**config.mk**
```make
export PLATFORM = sky130hd
export DESIGN_NAME = spi_byte_master
export DESIGN_NICKNAME = d
export VERILOG_FILES = /design/src/rtl/spi_bm_pkg.sv /design/src/rtl/spi_bm_regs.sv /design/src/rtl/spi_bm_clkgen.sv /design/src/rtl/spi_bm_shifter.sv /design/src/rtl/spi_byte_master.sv
export SDC_FILE = /design/constraint.sdc
export NUM_CORES = 1
export LEC_CHECK = 0
export ABC_AREA = 1
export BUFFER_PORTS_ARGS = -buffer_cell sky130_fd_sc_hd__buf_2
export CORE_MARGIN = 2
export CORE_UTILIZATION = 35
export DETAILED_ROUTE_END_ITERATION = 6
export PLACE_DENSITY = 0.65
export SLEW_MARGIN = 10
export SYNTH_ARGS = -nofsm -noshare
export SYNTH_HDL_FRONTEND = slang
export SYNTH_HIERARCHICAL = 1
export SYNTH_SLANG_ARGS = --single-unit
```
**constraint.sdc**
```tcl
create_clock -name clk -period 4.65 [get_ports clk]
set_clock_uncertainty 0.1 [all_clocks]
set_input_delay 0.93 -clock clk [delete_from_list [all_inputs] [get_ports clk]]
set_output_delay 0.93 -clock clk [all_outputs]
set_load 0.05 [all_outputs]
```
**src/rtl/spi_bm_pkg.sv**
```systemverilog
package spi_bm_pkg;

   localparam int unsigned REG_ADDR_W = 2;

   typedef enum logic [REG_ADDR_W-1:0] {
      ADR_CTRL = 2'd0,
      ADR_STAT = 2'd1,
      ADR_DATA = 2'd2
   } reg_addr_e;

   // Control layout, LSB first: enable, master, irq_en, rate[1:0]
   typedef struct packed {
      logic [1:0] rate;
      logic       irq_en;
      logic       master;
      logic       enable;
   } ctrl_t;

   localparam int unsigned CTRL_W = $bits(ctrl_t);

endpackage

```
**src/rtl/spi_bm_regs.sv**
```systemverilog
module spi_bm_regs
   import spi_bm_pkg::*;
#(
   parameter int unsigned DATA_W = 8
) (
   input  logic                  clk,
   input  logic                  rst_n,
   input  logic                  reg_wr,
   input  logic [REG_ADDR_W-1:0] reg_addr,
   input  logic [DATA_W-1:0]     reg_wdata,
   input  logic                  busy,
   input  logic                  done,
   input  logic [DATA_W-1:0]     rx_data,
   output ctrl_t                 ctrl,
   output logic                  start,
   output logic                  flag,
   output logic                  irq,
   output logic [DATA_W-1:0]     reg_rdata
);

   if (DATA_W < CTRL_W) begin : g_bad_width
      $error("spi_bm_regs: DATA_W must hold the control fields");
   end

   logic wr_ctrl, wr_stat, wr_data;

   assign wr_ctrl = reg_wr && (reg_addr == ADR_CTRL);
   assign wr_stat = reg_wr && (reg_addr == ADR_STAT);
   assign wr_data = reg_wr && (reg_addr == ADR_DATA);

   // Single transmit buffer: a data write only counts when the shifter is idle
   assign start = wr_data && ctrl.enable && ctrl.master && !busy;

   always_ff @(posedge clk or negedge rst_n) begin
      if (!rst_n) begin
         ctrl <= '0;
      end else if (wr_ctrl) begin
         ctrl <= ctrl_t'(reg_wdata[CTRL_W-1:0]);
      end
   end

   // Completion wins over a clear arriving in the same cycle
   always_ff @(posedge clk or negedge rst_n) begin
      if (!rst_n) begin
         flag <= 1'b0;
      end else if (done) begin
         flag <= 1'b1;
      end else if (wr_stat && reg_wdata[0]) begin
         flag <= 1'b0;
      end
   end

   assign irq = flag && ctrl.irq_en;

   always_comb begin
      unique case (reg_addr)
         ADR_CTRL: reg_rdata = DATA_W'(ctrl);
         ADR_STAT: reg_rdata = DATA_W'(flag);
         ADR_DATA: reg_rdata = rx_data;
         default:  reg_rdata = '0;
      endcase
   end

endmodule

```
**src/rtl/spi_bm_clkgen.sv**
```systemverilog
module spi_bm_clkgen #(
   parameter int unsigned R0_LOG2 = 2,
   parameter int unsigned R1_LOG2 = 4,
   parameter int unsigned R2_LOG2 = 6,
   parameter int unsigned R3_LOG2 = 7
) (
   input  logic       clk,
   input  logic       rst_n,
   input  logic       start,
   input  logic       busy,
   input  logic       halt,
   input  logic [1:0] rate,
   output logic       sck,
   output logic       edge_rise,
   output logic       edge_fall
);

   localparam int unsigned MAX01   = (R0_LOG2 > R1_LOG2) ? R0_LOG2 : R1_LOG2;
   localparam int unsigned MAX23   = (R2_LOG2 > R3_LOG2) ? R2_LOG2 : R3_LOG2;
   localparam int unsigned MAX_LOG = (MAX01 > MAX23) ? MAX01 : MAX23;
   localparam int unsigned CNT_W   = (MAX_LOG > 1) ? MAX_LOG - 1 : 1;
   localparam int unsigned N_RATES = 4;

   if (R0_LOG2 < 1 || R1_LOG2 < 1 || R2_LOG2 < 1 || R3_LOG2 < 1) begin : g_bad_rate
      $error("spi_bm_clkgen: every divider must be at least 2");
   end

   logic [CNT_W-1:0]   cnt;
   logic [1:0]         rate_q;
   logic [N_RATES-1:0] hit;
   logic               run;
   logic               term;

   // One half-period comparator per selectable divider
   for (genvar g = 0; g < N_RATES; g++) begin : g_rate
      localparam int unsigned LG =
         (g == 0) ? R0_LOG2 : (g == 1) ? R1_LOG2 : (g == 2) ? R2_LOG2 : R3_LOG2;
      localparam logic [CNT_W-1:0] HALF_M1 = CNT_W'((1 << (LG - 1)) - 1);
      assign hit[g] = (cnt == HALF_M1);
   end

   assign run       = busy && !halt;
   assign term      = run && hit[rate_q];
   assign edge_rise = term && !sck;
   assign edge_fall = term && sck;

   always_ff @(posedge clk or negedge rst_n) begin
      if (!rst_n) begin
         rate_q <= '0;
      end else if (start) begin
         rate_q <= rate;
      end
   end

   always_ff @(posedge clk or negedge rst_n) begin
      if (!rst_n) begin
         cnt <= '0;
         sck <= 1'b0;
      end else if (!run) begin
         cnt <= '0;
         sck <= 1'b0;
      end else if (term) begin
         cnt <= '0;
         sck <= !sck;
      end else begin
         cnt <= cnt + 1'b1;
      end
   end

endmodule

```
**src/rtl/spi_bm_shifter.sv**
```systemverilog
module spi_bm_shifter #(
   parameter int unsigned DATA_W = 8
) (
   input  logic              clk,
   input  logic              rst_n,
   input  logic              start,
   input  logic              halt,
   input  logic [DATA_W-1:0] load_data,
   input  logic              edge_rise,
   input  logic              edge_fall,
   input  logic              miso,
   output logic              busy,
   output logic              mosi,
   output logic              done,
   output logic [DATA_W-1:0] rx_data
);

   localparam int unsigned BC_W = (DATA_W > 2) ? $clog2(DATA_W) : 1;
   localparam logic [BC_W-1:0] LAST = BC_W'(DATA_W - 1);

   if (DATA_W < 2) begin : g_bad_width
      $error("spi_bm_shifter: DATA_W must be at least 2");
   end

   logic [DATA_W-1:0] sh;
   logic [BC_W-1:0]   bcnt;
   logic              smp;
   logic [DATA_W-1:0] next_sh;

   assign next_sh = {sh[DATA_W-2:0], smp};
   assign done    = busy && !halt && edge_fall && (bcnt == LAST);
   assign mosi    = busy ? sh[DATA_W-1] : 1'b0;

   always_ff @(posedge clk or negedge rst_n) begin
      if (!rst_n) begin
         busy <= 1'b0;
         sh   <= '0;
         bcnt <= '0;
         smp  <= 1'b0;
      end else if (start) begin
         busy <= 1'b1;
         sh   <= load_data;
         bcnt <= '0;
      end else if (busy && halt) begin
         busy <= 1'b0;
         bcnt <= '0;
      end else if (busy) begin
         if (edge_rise) begin
            smp <= miso;
         end
         if (edge_fall) begin
            sh   <= next_sh;
            bcnt <= bcnt + 1'b1;
            if (bcnt == LAST) begin
               busy <= 1'b0;
            end
         end
      end
   end

   // Receive second stage: loaded only when a full byte completes
   always_ff @(posedge clk or negedge rst_n) begin
      if (!rst_n) begin
         rx_data <= '0;
      end else if (done) begin
         rx_data <= next_sh;
      end
   end

endmodule

```
**src/rtl/spi_byte_master.sv**
```systemverilog
module spi_byte_master
   import spi_bm_pkg::*;
#(
   parameter int unsigned DATA_W  = 8,
   parameter int unsigned R0_LOG2 = 2,
   parameter int unsigned R1_LOG2 = 4,
   parameter int unsigned R2_LOG2 = 6,
   parameter int unsigned R3_LOG2 = 7
) (
   input  logic              clk,
   input  logic              rst_n,
   input  logic              reg_wr,
   input  logic [1:0]        reg_addr,
   input  logic [DATA_W-1:0] reg_wdata,
   output logic [DATA_W-1:0] reg_rdata,
   output logic              sck,
   output logic              mosi,
   input  logic              miso,
   output logic              irq
);

   ctrl_t             ctrl;
   logic              start;
   logic              flag;
   logic              busy;
   logic              done;
   logic              halt;
   logic              edge_rise;
   logic              edge_fall;
   logic [DATA_W-1:0] rx_data;

   assign halt = !ctrl.enable;

   spi_bm_regs #(.DATA_W(DATA_W)) regs_i (
      .clk       (clk),
      .rst_n     (rst_n),
      .reg_wr    (reg_wr),
      .reg_addr  (reg_addr),
      .reg_wdata (reg_wdata),
      .busy      (busy),
      .done      (done),
      .rx_data   (rx_data),
      .ctrl      (ctrl),
      .start     (start),
      .flag      (flag),
      .irq       (irq),
      .reg_rdata (reg_rdata)
   );

   spi_bm_clkgen #(
      .R0_LOG2 (R0_LOG2),
      .R1_LOG2 (R1_LOG2),
      .R2_LOG2 (R2_LOG2),
      .R3_LOG2 (R3_LOG2)
   ) clkgen_i (
      .clk       (clk),
      .rst_n     (rst_n),
      .start     (start),
      .busy      (busy),
      .halt      (halt),
      .rate      (ctrl.rate),
      .sck       (sck),
      .edge_rise (edge_rise),
      .edge_fall (edge_fall)
   );

   spi_bm_shifter #(.DATA_W(DATA_W)) shifter_i (
      .clk       (clk),
      .rst_n     (rst_n),
      .start     (start),
      .halt      (halt),
      .load_data (reg_wdata),
      .edge_rise (edge_rise),
      .edge_fall (edge_fall),
      .miso      (miso),
      .busy      (busy),
      .mosi      (mosi),
      .done      (done),
      .rx_data   (rx_data)
   );

endmodule

```
# == Word level (Yosys, flattened, before mapping) ==
# Index checks and enable logic that the tools add are counted.
# totals
out_inout_bits,11
elab_cells,77
regBits,36
# op_classes
n_mux,23
n_eq_ne,9
addsub,2
n_reduce_logical,27
n_bitwise,2
n_lt_le_gt_ge,1
# op_table
operator,n
2-to-1 mux 8 bit,4
case mux 8 bit (3 select lines),1
logical AND 1 bit,15
2-to-1 mux 3 bit,4
2-to-1 mux 6 bit,2
2-to-1 mux 1 bit,11
"adder 6 x 1 -> 6 bit, second input constant",1
"== test 6 x 1 -> 1 bit, second input constant",1
"== test 6 x 3 -> 1 bit, second input constant",1
"== test 6 x 5 -> 1 bit, second input constant",1
"== test 6 bit, second input constant",1
nonzero test 2 bit,3
nonzero test 3 bit,2
"inequality test 2 bit, second input constant",2
AND reduction 4 bit,1
"adder 3 x 1 -> 3 bit, second input constant",1
"== test 3 bit, second input constant",1
logical NOT 1 bit,3
"less-than comparator 2 x 3 -> 1 bit, second input constant",1
AND reduction 3 bit,1
binary-select mux 1 bit (select 2 bit),1
"== test 2 x 1 -> 1 bit, second input constant",1
"== test 2 bit, second input constant",1
logical NOT 2 bit,1
2 further kinds,3

# == Longest topological paths before layout ==
# Gate-level depths: netlist of run 1.
# logic_depth
ltp_word,9
mapped_depth,14
mapped_depth_nobuf,13

# == Cells and area by module ==
# Netlist of run 1, hierarchy kept.
# modules_own_cells
module,seq_area_each_um2,cells_per_inst,area_each_um2,instances
spi_bm_shifter,525.5,133,1086.0,1
spi_bm_clkgen,225.2,58,491.7,1
spi_bm_regs,150.1,63,399.1,1
spi_byte_master,0.0,1,3.8,1

# == Worst setup path after synthesis of run 1 ==
# Ideal clock, no wire load.
# synth_path
kind,input to output
startpoint,input port reg_addr[1]
endpoint,output port reg_rdata[5]
required_time_ns,3.620
slack_ns,1.815
cell_stages,4
n_path_buf,0
t_arrival_ns,1.805
cell_sequence,inv_1 nor2_4 inv_2 nor2_1
# synth_between
elab_chain_len,2
# synth_lines
item,line,rtl
from (decl),spi_byte_master.sv:13,"input logic [1:0] reg_addr,"
== test 2 bit (tied with other cells),spi_bm_regs.sv:56,unique case (reg_addr)
case mux 8 bit (3 select lines) *,spi_bm_regs.sv:56,
to (decl),spi_byte_master.sv:15,"output logic [DATA_W-1:0] reg_rdata,"
# Mark *: on every way between the ends. The rest lies on a longest branch, timed or not.

# == Worst setup path after layout of run 1 ==
# layout_path
startpoint,input port reg_addr[0]
endpoint,output port reg_rdata[0]
# The elaborated chain is that of the path after synthesis.

==> results of run 1 <==
[sequential cells by signal (all words and copies together), names as in the netlist, 2 cells and up]
signal,count
regs_i/ctrl,5
clkgen_i/cnt,6
shifter_i/rx_data,8
shifter_i/bcnt,3
clkgen_i/rate_q,2
shifter_i/sh,8
[tightest hold or removal path: cells and delay by family (launching register included)]
| kind | cells | cell delay, ns |
|---|---|---|
| flops | 1 | 0.34 |
| simple gates | 2 | 0.10 |
[final cells by class]
cell class                 instances  share of cell area (%)
tap                               72                   4.068
inverter                          28                   5.085
timing repair buffer              25                   5.763
multi-input combinational        183                   40.34
clock buffer                       8                   4.068
sequential                        36                   40.68
[path summary, 6_finish.rpt]
check / to / slack (ns) / startpoint / cells after the start
setup reg to reg: shifter_i/rx_data[2] / 2.01 / clkgen_i/cnt[0] / 10
hold / removal: shifter_i/rx_data[7] / 0.38 / shifter_i/rx_data[7] / 2
hold reg to reg: shifter_i/rx_data[7] / 0.38 / shifter_i/rx_data[7] / 2
min in group asynchronous: shifter_i/sh[3] / 0.63 / rst_n / 1
setup / recovery: reg_rdata[0] / 1.75 / reg_addr[0] / 5
max in group asynchronous: shifter_i/bcnt[2] / 3.31 / rst_n / 1
[per-stage QoR]
stage | instances | setup slack (ns) | area (um2) | util (%) | power, mW
after floorplan | 255 | 1.815 | 1981 | - | 0.4104
after global placement | 344 | 1.806 | 2125 | 38.82 | 0.4362
after detailed placement | 344 | 1.760 | 2125 | 38.82 | 0.4378
after CTS | 352 | 1.759 | 2215 | 40.47 | 0.6636
after global routing | 352 | 1.679 | 2215 | 40.47 | 0.6948
final | 352 | 1.750 | 2215 | 40.47 | 0.6592
[cell usage after synthesis (all sizes together)]
| cell type | instances | share of area [%] |
|---|---|---|
| nand2 | 115 | 22 |
| dfrtp | 36 | 45 |
| inv | 28 | 5.7 |
| nand3 | 22 | 7.2 |
| nor2 | 19 | 5.1 |
| nand4 | 15 | 5.1 |
| buf | 8 | 3.7 |
| ha | 4 | 2.5 |
| xor2 | 3 | 1.3 |
| o21ai | 2 | 0.51 |
| a21oi | 1 | 0.25 |
| nor3 | 1 | 0.51 |
| xnor2 | 1 | 0.44 |
[power by group through the flow]
stage | logic, mW | registers [mW] | clock network [mW]
3_3_place_gp | 0.0877 | 0.348 | 0
6_report | 0.0883 | 0.342 | 0.228
5_1_grt | 0.101 | 0.345 | 0.249
3_5_place_dp | 0.0899 | 0.348 | 0
4_1_cts | 0.0897 | 0.342 | 0.231
2_1_floorplan | 0.0662 | 0.344 | 0
[per-layer routing]
layer / vias to the layer above / GRT usage, % / wire length (um) / part of all wire [%]
li1: 846 / - / - / -
met1: 760 / 19.57 / 1972 / 47
met2: 33 / 23.31 / 1953 / 47
met3: 4 / 3.750 / 175 / 4.2
met4: 0 / 6.207 / 59 / 1.4
met5: - / 0 / 0 / 0
[cells by family (layout without fill, tap and decap cells)]
logic type / count (synthesis) / in the layout
and+or+nand+nor: 172 / 172
buffers and inverters: 36 / 61
AOI/OAI and AO/OA: 3 / 3
xor gates and xnor gates: 4 / 4
adders and majority gates: 4 / 4
DFF: 36 / 36
==> flow_summary.yaml, run 1 <==
run_status:
  status: "complete, no violations"
worst_setup_path:
  slowest_stage: "nor2_2"
  cpPeakStageDelay_ns: 0.36
  crit_family: "simple AND/OR/NAND/NOR gates"
  end_kind: "output port"
  critPathRequiredTime_ns: 3.62
  path_cells: "buf_2, nor2_2, nand2_1, nand3_1, buf_2"
  path_max_fanout: 11
  path_class: "in2out"
  critPathLaunchType: "input pin"
  cp.buffers_inverters: 2
  crit_arrival_ns: 1.87
  path_common_cell: "buf_2"
power:
  internal_power_uw: 476.0
  vdd_drop_max_uv: 101.2
  switching_share_pct: 27.78
  p_leak_nw: 1.229
  clock_power_share_pct: 34.7
  seq_power_share_pct: 51.9
  p_comb_share_pct: 13.4
  p_switching_uw: 183.2
  power.density_nw_per_um2: 297.7
floorplanning:
  core_area_um2: 5473
  die_h_um: 79.23
  rows: 27
  die_area_um2: 6277
  initial_utilization_pct: 36.19
  die_width_um: 79.23
  io_pins: 25
clock_network:
  clock_latency_ns: 0.28
  clockBufferDepth: 2
  cts_buffers: 5
  htree_levels: 2
  ctsResizeCount: 0
  cts_setup_buffers: 0
  clk_pin_slew_ns: 0.07
  cts_tree: "yes"
  hold_buffers: 0
  cts-root-buf: "clkbuf_8"
  clkSinkCount: 36
synthesis:
  synth_xor_area_share_pct: 1.769
  synth-compound-area-share_pct: 0.7581
  netlist_area_um2: 1981
  synthSimpleGateAreaFrac_pct: 40.05
  synth_cells: 255
  yosysWarnings: 6
  synth_fa_ha_area_share_pct: 2.527
  syn_area_per_cell_um2: 7.767
  muxShareOfSynthArea_pct: 0
  synth-seq-area-share_pct: 45.48
  synth_nets: 273
  ys_types: 23
  ys_ff_latch: 36
  synth_top_family_by_area: "simple AND/OR/NAND/NOR gates"
finish:
  layout_commonest_cell: "nand2_1"
  drive_above_1_share_pct: 17.50
  layout_common_cells: "nand2_1 (114), dfrtp_1 (36), inv_1 (24), buf_2 (24), nand3_1 (17)"
  num_antenna_cells: 0
  multi_input_area_um2: 893.4
  area_growth_pct: 11.81
  ff_latch_area_um2: 900.9
  fin_nets: 297
  fillCellCount: 570
place:
  numPortBuffers: 24
  gp_congestion: 0.7946
  dp_hpwl_um: 3060
routing:
  drt_iter0_markers: 111
  via_per_inst: 4.668
  wire_per_inst_um: 11.82
  routed_wl_um: 4160
  detail-route-antenna-nets: 0
  post-route-drc-count: 0
  vias: 1643
  first_pass_iters: 4
global_routing:
  grt_pass1_wl_um: 7182
  antenna_found_initial: 0
  grt_start_max_net_pins: 37
  grt_pass1_vias: 1563
  grt_usage_pct: 14.87
  gr-total-overflow: 0
timing:
  fin_crit_sh_pct: 62.36
  period_minus_slack_ns: 2.900
  tightest_slew_ns: 0.9862
  drv_slew: 0
  setup-violations-final: 0
  fmax_mhz: 344.9
  hold_violations: 0
  rsz0062_at_grt: "no"
  timing.setup.tns_ns: 0
  slew_headroom_pct: 34.01
  hold_ws_ns: 0.3797
hold_path:
  hold_class: "reg2reg"
run:
  maxCapViolations: 0
(Power assumes the default switching activity.)
==> run 2, diff against run 1 <==
--- a/config.mk
+++ b/config.mk
@@ -5,12 +5,12 @@
 export SDC_FILE = /design/constraint.sdc
 export NUM_CORES = 1
 export LEC_CHECK = 0
-export ABC_AREA = 1
+export ABC_AREA = 0
 export BUFFER_PORTS_ARGS = -buffer_cell sky130_fd_sc_hd__buf_2
 export CORE_MARGIN = 2
 export CORE_UTILIZATION = 35
 export DETAILED_ROUTE_END_ITERATION = 6
-export PLACE_DENSITY = 0.65
+export PLACE_DENSITY = 0.67
 export SLEW_MARGIN = 10
 export SYNTH_ARGS = -nofsm -noshare
 export SYNTH_HDL_FRONTEND = slang
==> constraint.sdc (replaced) <==
create_clock -name clk -period 2.5 [get_ports clk]
set_clock_uncertainty 0.1 [all_clocks]
set_input_delay 0.5 -clock clk [delete_from_list [all_inputs] [get_ports clk]]
set_output_delay 0.5 -clock clk [all_outputs]
set_load 0.05 [all_outputs]
==> run 2 against run 1 <==
Effect of this change:
- combinational power increased to 2.8 times the previous value
- sequential share of layout area increased by 2.0 points
- core utilization increased by 1.2 points
- via count decreased by 23%
- largest cell class unchanged
- routed wire length decreased by 16%
- sequential power increased by 130%
- count of clock-buffer cells in the layout unchanged
- critical endpoint is now shifter_i/sh[5]
- register-to-register slack got worse by 1.8 ns
- largest power group unchanged
- critical path depth increased by 3
- hold slack got worse by 0.19 ns
- power increased by 120%
==> flow_summary.yaml, run 2 <==
run_status:
  status: "complete, no violations"
place:
  numPortBuffers: 24
  gp_congestion: 0.7715
  dp_hpwl_um: 2539
routing:
  wire_per_inst_um: 13.22
  drt_iter0_markers: 38
  vias: 1260
  dr_wl_met3_um: 90
  detail-route-antenna-nets: 0
  first_pass_iters: 4
  routed.top_layer: "met4"
  routed_wl_um: 3489
  via_per_inst: 4.773
  met1_length_um: 1747
  post-route-drc-count: 0
  wl_met2_um: 1605
synthesis:
  syn_area_per_cell_um2: 11.10
  ys_ff_latch: 36
  synth_commonest_cells: "dfrtp_1 (36), a21oi_1 (17), mux2_2 (16)"
  synth_nets: 183
  yosysTopAreaCellShare_pct: 49.18
  synth_cells: 165
  ys_types: 37
  synth-seq-area-share_pct: 49.18
  synth.area.top_cells: "dfrtp_1 (49%), mux2_2 (9.8%), a21oi_1 (4.6%)"
  yosysMostFrequentCell: "dfrtp_1"
  netlist_area_um2: 1832
  synth_edf_count: 0
  yosysWarnings: 6
  async_flop_share_pct: 100.0
  synth-main-ff-cell: "dfrtp_1"
  synth_area_leader_cell: "dfrtp_1"
clock_network:
  clk_pin_slew_ns: 0.07
  cts_setup_buffers: 0
  clockBufferDepth: 2
  ctsResizeCount: 0
  cts_buffers: 5
  clkSinkCount: 36
  cts-root-buf: "clkbuf_8"
  cts_tree: "yes"
  htree_levels: 2
  clock_latency_ns: 0.28
  hold_buffers: 0
global_routing:
  gr-total-overflow: 0
  grt_pass1_wl_um: 6044
  grt_usage_pct: 13.15
  grt_pass1_vias: 1286
  grt_start_max_net_pins: 37
  antenna_found_initial: 0
timing:
  timing.setup.tns_ns: 0
  tightest_slew_ns: 0.7739
  period_minus_slack_ns: 2.295
  fmax_mhz: 435.7
  drv_slew: 0
  fin_crit_sh_pct: 91.81
  rsz0062_at_grt: "no"
  hold_violations: 0
  setup-violations-final: 0
  slew_headroom_pct: 48.41
floorplanning:
  die_h_um: 76.35
  die_area_um2: 5829
  initial_utilization_pct: 36.09
  die_width_um: 76.35
  rows: 26
  io_pins: 25
  core_area_um2: 5075
power:
  vdd_drop_max_uv: 272.8
  power.density_nw_per_um2: 680.0
  p_leak_nw: 1.041
  power_mw: 1.436
worst_setup_path:
  crit_arrival_ns: 2.40
  critPathRequiredTime_ns: 2.60
  cpPeakStageDelay_ns: 0.43
  path_cells: "ha_1, and3_4, nand4_4, nand2_1, and3_1, and3b_1, a21oi_1, a21oi_1"
  path_common_cell: "a21oi_1"
  critPathLaunchType: "register"
  path_max_fanout: 10
  path_class: "reg2reg"
  crit_family: "simple AND/OR/NAND/NOR gates"
  end_kind: "register"
  cp.buffers_inverters: 0
  slowest_stage: "and3b_1"
run:
  maxCapViolations: 0
finish:
  layout_commonest_cell: "dfrtp_1"
  layout_common_cells: "dfrtp_1 (36), buf_2 (24), a21oi_1 (17), mux2_2 (16), nor2_1 (14)"
  reg_top3: "shifter_i/rx_data: 8 flops, shifter_i/sh: 8 flops, clkgen_i/cnt: 6 flops"
  drive_above_1_share_pct: 29.90
  fillCellCount: 497
  multi_input_area_um2: 879.6
  area_growth_pct: 15.30
  num_antenna_cells: 0
  ff_latch_area_um2: 900.9
  fin_nets: 211
hold_path:
  hold_class: "in2async"
[run 2: cell count changes in the layout (fill, tap and decap cells not counted), moves of 5 or more]
cell,change
nor2b_1,+10
mux2i_1,+5
nand4_1,-14
a21oi_1,+16
mux2_2,+16
nand2_1,-104
inv_1,-21
nand3_1,-14
and2_1,+5
[run 2: through the flow]
stage | worst slack, ns | instances | utilization, % | hold slack, ns | cell area (um2)
after detailed placement | 0.2527 | 256 | 39.84 | 0.3885 | 2022
after floorplan | 0.07646 | 165 | - | 0.1044 | 1832
after global routing | 0.02430 | 264 | 41.62 | 0.2596 | 2112
after CTS | 0.2333 | 264 | 41.62 | 0.2249 | 2112
after global placement | 0.2994 | 256 | 39.84 | 0.3875 | 2022
final | 0.2047 | 264 | 41.62 | 0.1936 | 2112
[run 2: routing by layer]
metal / vias up / GRT usage [%]
met5: - / 0
met4: 0 / 6.545
met3: 5 / 2.844
met2: 24 / 20.80
met1: 602 / 17.05
li1: 629 / -
[run 2: path summary, 6_finish.rpt]
| kind | startpoint | to | depth (start not counted) | slack, ns |
|---|---|---|---|---|
| worst min-delay path | rst_n | shifter_i/rx_data[1] | 1 | 0.19 |
| min in group clk | miso | shifter_i/smp | 2 | 0.36 |
| worst min register to register | shifter_i/rx_data[7] | shifter_i/rx_data[7] | 1 | 0.40 |
| worst max register to register | clkgen_i/cnt[0] | shifter_i/sh[5] | 8 | 0.20 |
| worst max-delay path | clkgen_i/cnt[0] | shifter_i/sh[5] | 8 | 0.20 |
| max in group asynchronous | rst_n | shifter_i/rx_data[7] | 1 | 1.62 |
[run 2: where the power goes]
group,switching [mW],internal [mW],total (mW),leakage (nW)
registers,0.0885,0.684,0.773,0.455
clock network,0.196,0.225,0.421,0.0455
logic,0.132,0.110,0.243,0.540
total,0.417,1.02,1.44,1.04
[run 2: cell type report]
class                      instances  area share (%)
multi-input combinational        120           41.65
timing repair buffer              27           6.754
sequential                        36           42.65
tap                               70           4.147
inverter                           3          0.5332
clock buffer                       8           4.265
[run 2: cell families after synthesis]
group	synth area share, %
AOI/OAI and AO/OA	9.085
xor gates and xnor gates	2.391
adders and majority gates	2.732
buffers and inverters	2.801
DFF	49.18
muxes	12.57
and+or+nand+nor	21.24
==> run 3, diff against run 2 <==
==> constraint.sdc (replaced) <==
create_clock -name clk -period 2.5 [get_ports clk]
set_clock_uncertainty 0.1 [all_clocks]
set_input_delay 0.25 -clock clk [delete_from_list [all_inputs] [get_ports clk]]
set_output_delay 0.25 -clock clk [all_outputs]
set_load 0.05 [all_outputs]
==> run 3 against run 2 <==
Effect of this change:
- sequential share of layout area rose by 0.076 points
- fmax up 3.3%
- register-to-register slack improved by 0.07 ns
- non-clock buffer count is 1 lower
- largest power group unchanged
- largest cell class unchanged
- cell area is 0.18% lower
==> flow_summary.yaml, run 3 (synthesis results as in run 2) <==
worst_setup_path:
  path_class: "reg2reg"
  timing.rr.start: "clkgen_i/cnt[0]"
  path_max_fanout: 10
  critPathLaunchType: "register"
  path_cells: "ha_1, and3_1, o21ai_2, nand2_1, and3_1, and3b_2, a22oi_1, nor2_1"
  slowest_stage: "dfrtp_1"
  crit_arrival_ns: 2.30
  critPathRequiredTime_ns: 2.58
  cpPeakStageDelay_ns: 0.42
  reg2reg_depth: 8
  end_kind: "register"
  rr_endpoint: "shifter_i/bcnt[2]"
  path_common_cell: "and3_1"
  r2r_slack_ns: 0.28
timing:
  timing.setup.tns_ns: 0
  rsz0062_at_grt: "no"
  slew_headroom_pct: 46.20
  hold_violations: 0
  fin_crit_sh_pct: 88.91
  period_minus_slack_ns: 2.223
  fmax_mhz: 449.9
  tightest_slew_ns: 0.8070
  setup-violations-final: 0
  drv_slew: 0
place:
  gp_congestion: 0.7534
  dp_hpwl_um: 2458
  dpl_cell_area_um2: 2007
  numPortBuffers: 24
  dp.cells: 254
clock_network:
  clkSinkCount: 36
  htree_levels: 2
  clock_latency_ns: 0.29
  cts_tree: "yes"
  cts-root-buf: "clkbuf_8"
  clockBufferDepth: 2
  cts_buffers: 5
  clk_pin_slew_ns: 0.07
floorplanning:
  initial_utilization_pct: 36.09
  die_width_um: 76.35
  die_h_um: 76.35
  core_area_um2: 5075
  die_area_um2: 5829
  io_pins: 25
  rows: 26
finish:
  layout_common_cells: "dfrtp_1 (36), buf_2 (24), a21oi_1 (17), mux2_2 (16), nor2_1 (14)"
  area_growth_pct: 15.10
  fin_nets: 210
  drive_above_1_share_pct: 29.53
  reg_top3: "shifter_i/rx_data: 8 flops, shifter_i/sh: 8 flops, clkgen_i/cnt: 6 flops"
  layout_commonest_cell: "dfrtp_1"
  finalNonFillerCells: 263
  stdcell_area_um2: 2108
  num_antenna_cells: 0
global_routing:
  grt_usage_pct: 13.43
  grt_pass1_wl_um: 6216
  gr-total-overflow: 0
  grt_start_max_net_pins: 37
  grt_pass1_vias: 1311
  antenna_found_initial: 0
power:
  p_leak_nw: 1.034
  vdd_drop_max_uv: 256.8
  power.density_nw_per_um2: 685.4
routing:
  first_pass_iters: 4
  wire_per_inst_um: 13.31
  vias: 1287
  drt_iter0_markers: 58
  routed_wl_um: 3501
  via_per_inst: 4.894
  post-route-drc-count: 0
  detail-route-antenna-nets: 0
run_status:
  status: "complete, no violations"
hold_path:
  min-delay-start: "miso"
  hold_class: "in2reg"
  whs_endpoint: "shifter_i/smp"
  whs_path_depth: 2
run:
  maxCapViolations: 0
## run 3: worst max path at each step
| stage | start | cells past startpoint | slack [ns] | to |
|---|---|---|---|---|
| after floorplan | clkgen_i/cnt[0] | 10 | 0.34 | shifter_i/bcnt[1] |
| after global placement | clkgen_i/cnt[0] | 8 | 0.29 | shifter_i/sh[3] |
| after detailed placement | clkgen_i/cnt[0] | 8 | 0.23 | shifter_i/bcnt[2] |
| after CTS | clkgen_i/cnt[0] | 8 | 0.22 | shifter_i/bcnt[2] |
| after global routing | clkgen_i/cnt[4] | 7 | 0.07 | shifter_i/sh[3] |
| final | clkgen_i/cnt[0] | 8 | 0.28 | shifter_i/bcnt[2] |
## run 3: area by class of cell
class / instances / area [um2]
Sequential cell: 36 / 900.9
Tap cell: 70 / 87.58
Timing Repair Buffer: 26 / 137.6
Fill cell: 529 / 2967
Clock buffer: 8 / 90.09
Inverter: 3 / 11.26
Multi-Input combinational cell: 120 / 880.8
## run 3: where the power goes
part           internal, mW  switching (mW)  total (mW)
clock network         0.225           0.206       0.431
registers             0.684          0.0882       0.772
logic                 0.111           0.131       0.242
total                  1.02           0.425        1.45
## run 3: metal layers
layer  vias to the layer above  routed length, um  track usage [%]
li1                        631                  -                -
met4                         0                 53            7.091
met3                         5                105            2.725
met5                         -                  0                0
met1                       626               1675            17.90
met2                        25               1668            20.62
## run 3: metrics by stage
step                hold WS (ns)  setup slack (ns)  util, %  total power, mW
detailed placement        0.2982            0.2308    39.55            1.025
CTS                       0.1006            0.2217    41.52            1.456
global placement          0.2890            0.2946    39.55            1.016
finish                    0.1036            0.2772    41.54            1.445
floorplan                -0.1456            0.3365        -           0.9458
global route              0.1114           0.07139    41.54            1.542
## run 3: critical path: cells and delay by family, from the launching register on
kind,cells,cell delay (ns)
and+or+nand+nor,5,0.90
AOI/OAI and AO/OA,2,0.44
DFF,1,0.42
adders and majority gates,1,0.25
## run 3: repair_timing
item	4_1_cts	5_1_grt
gates resized for setup	0	1
endpoints found under the hold margin	36	0
endpoints found under the setup margin	0	8
setup buffers	0	0
hold buffers	1	0
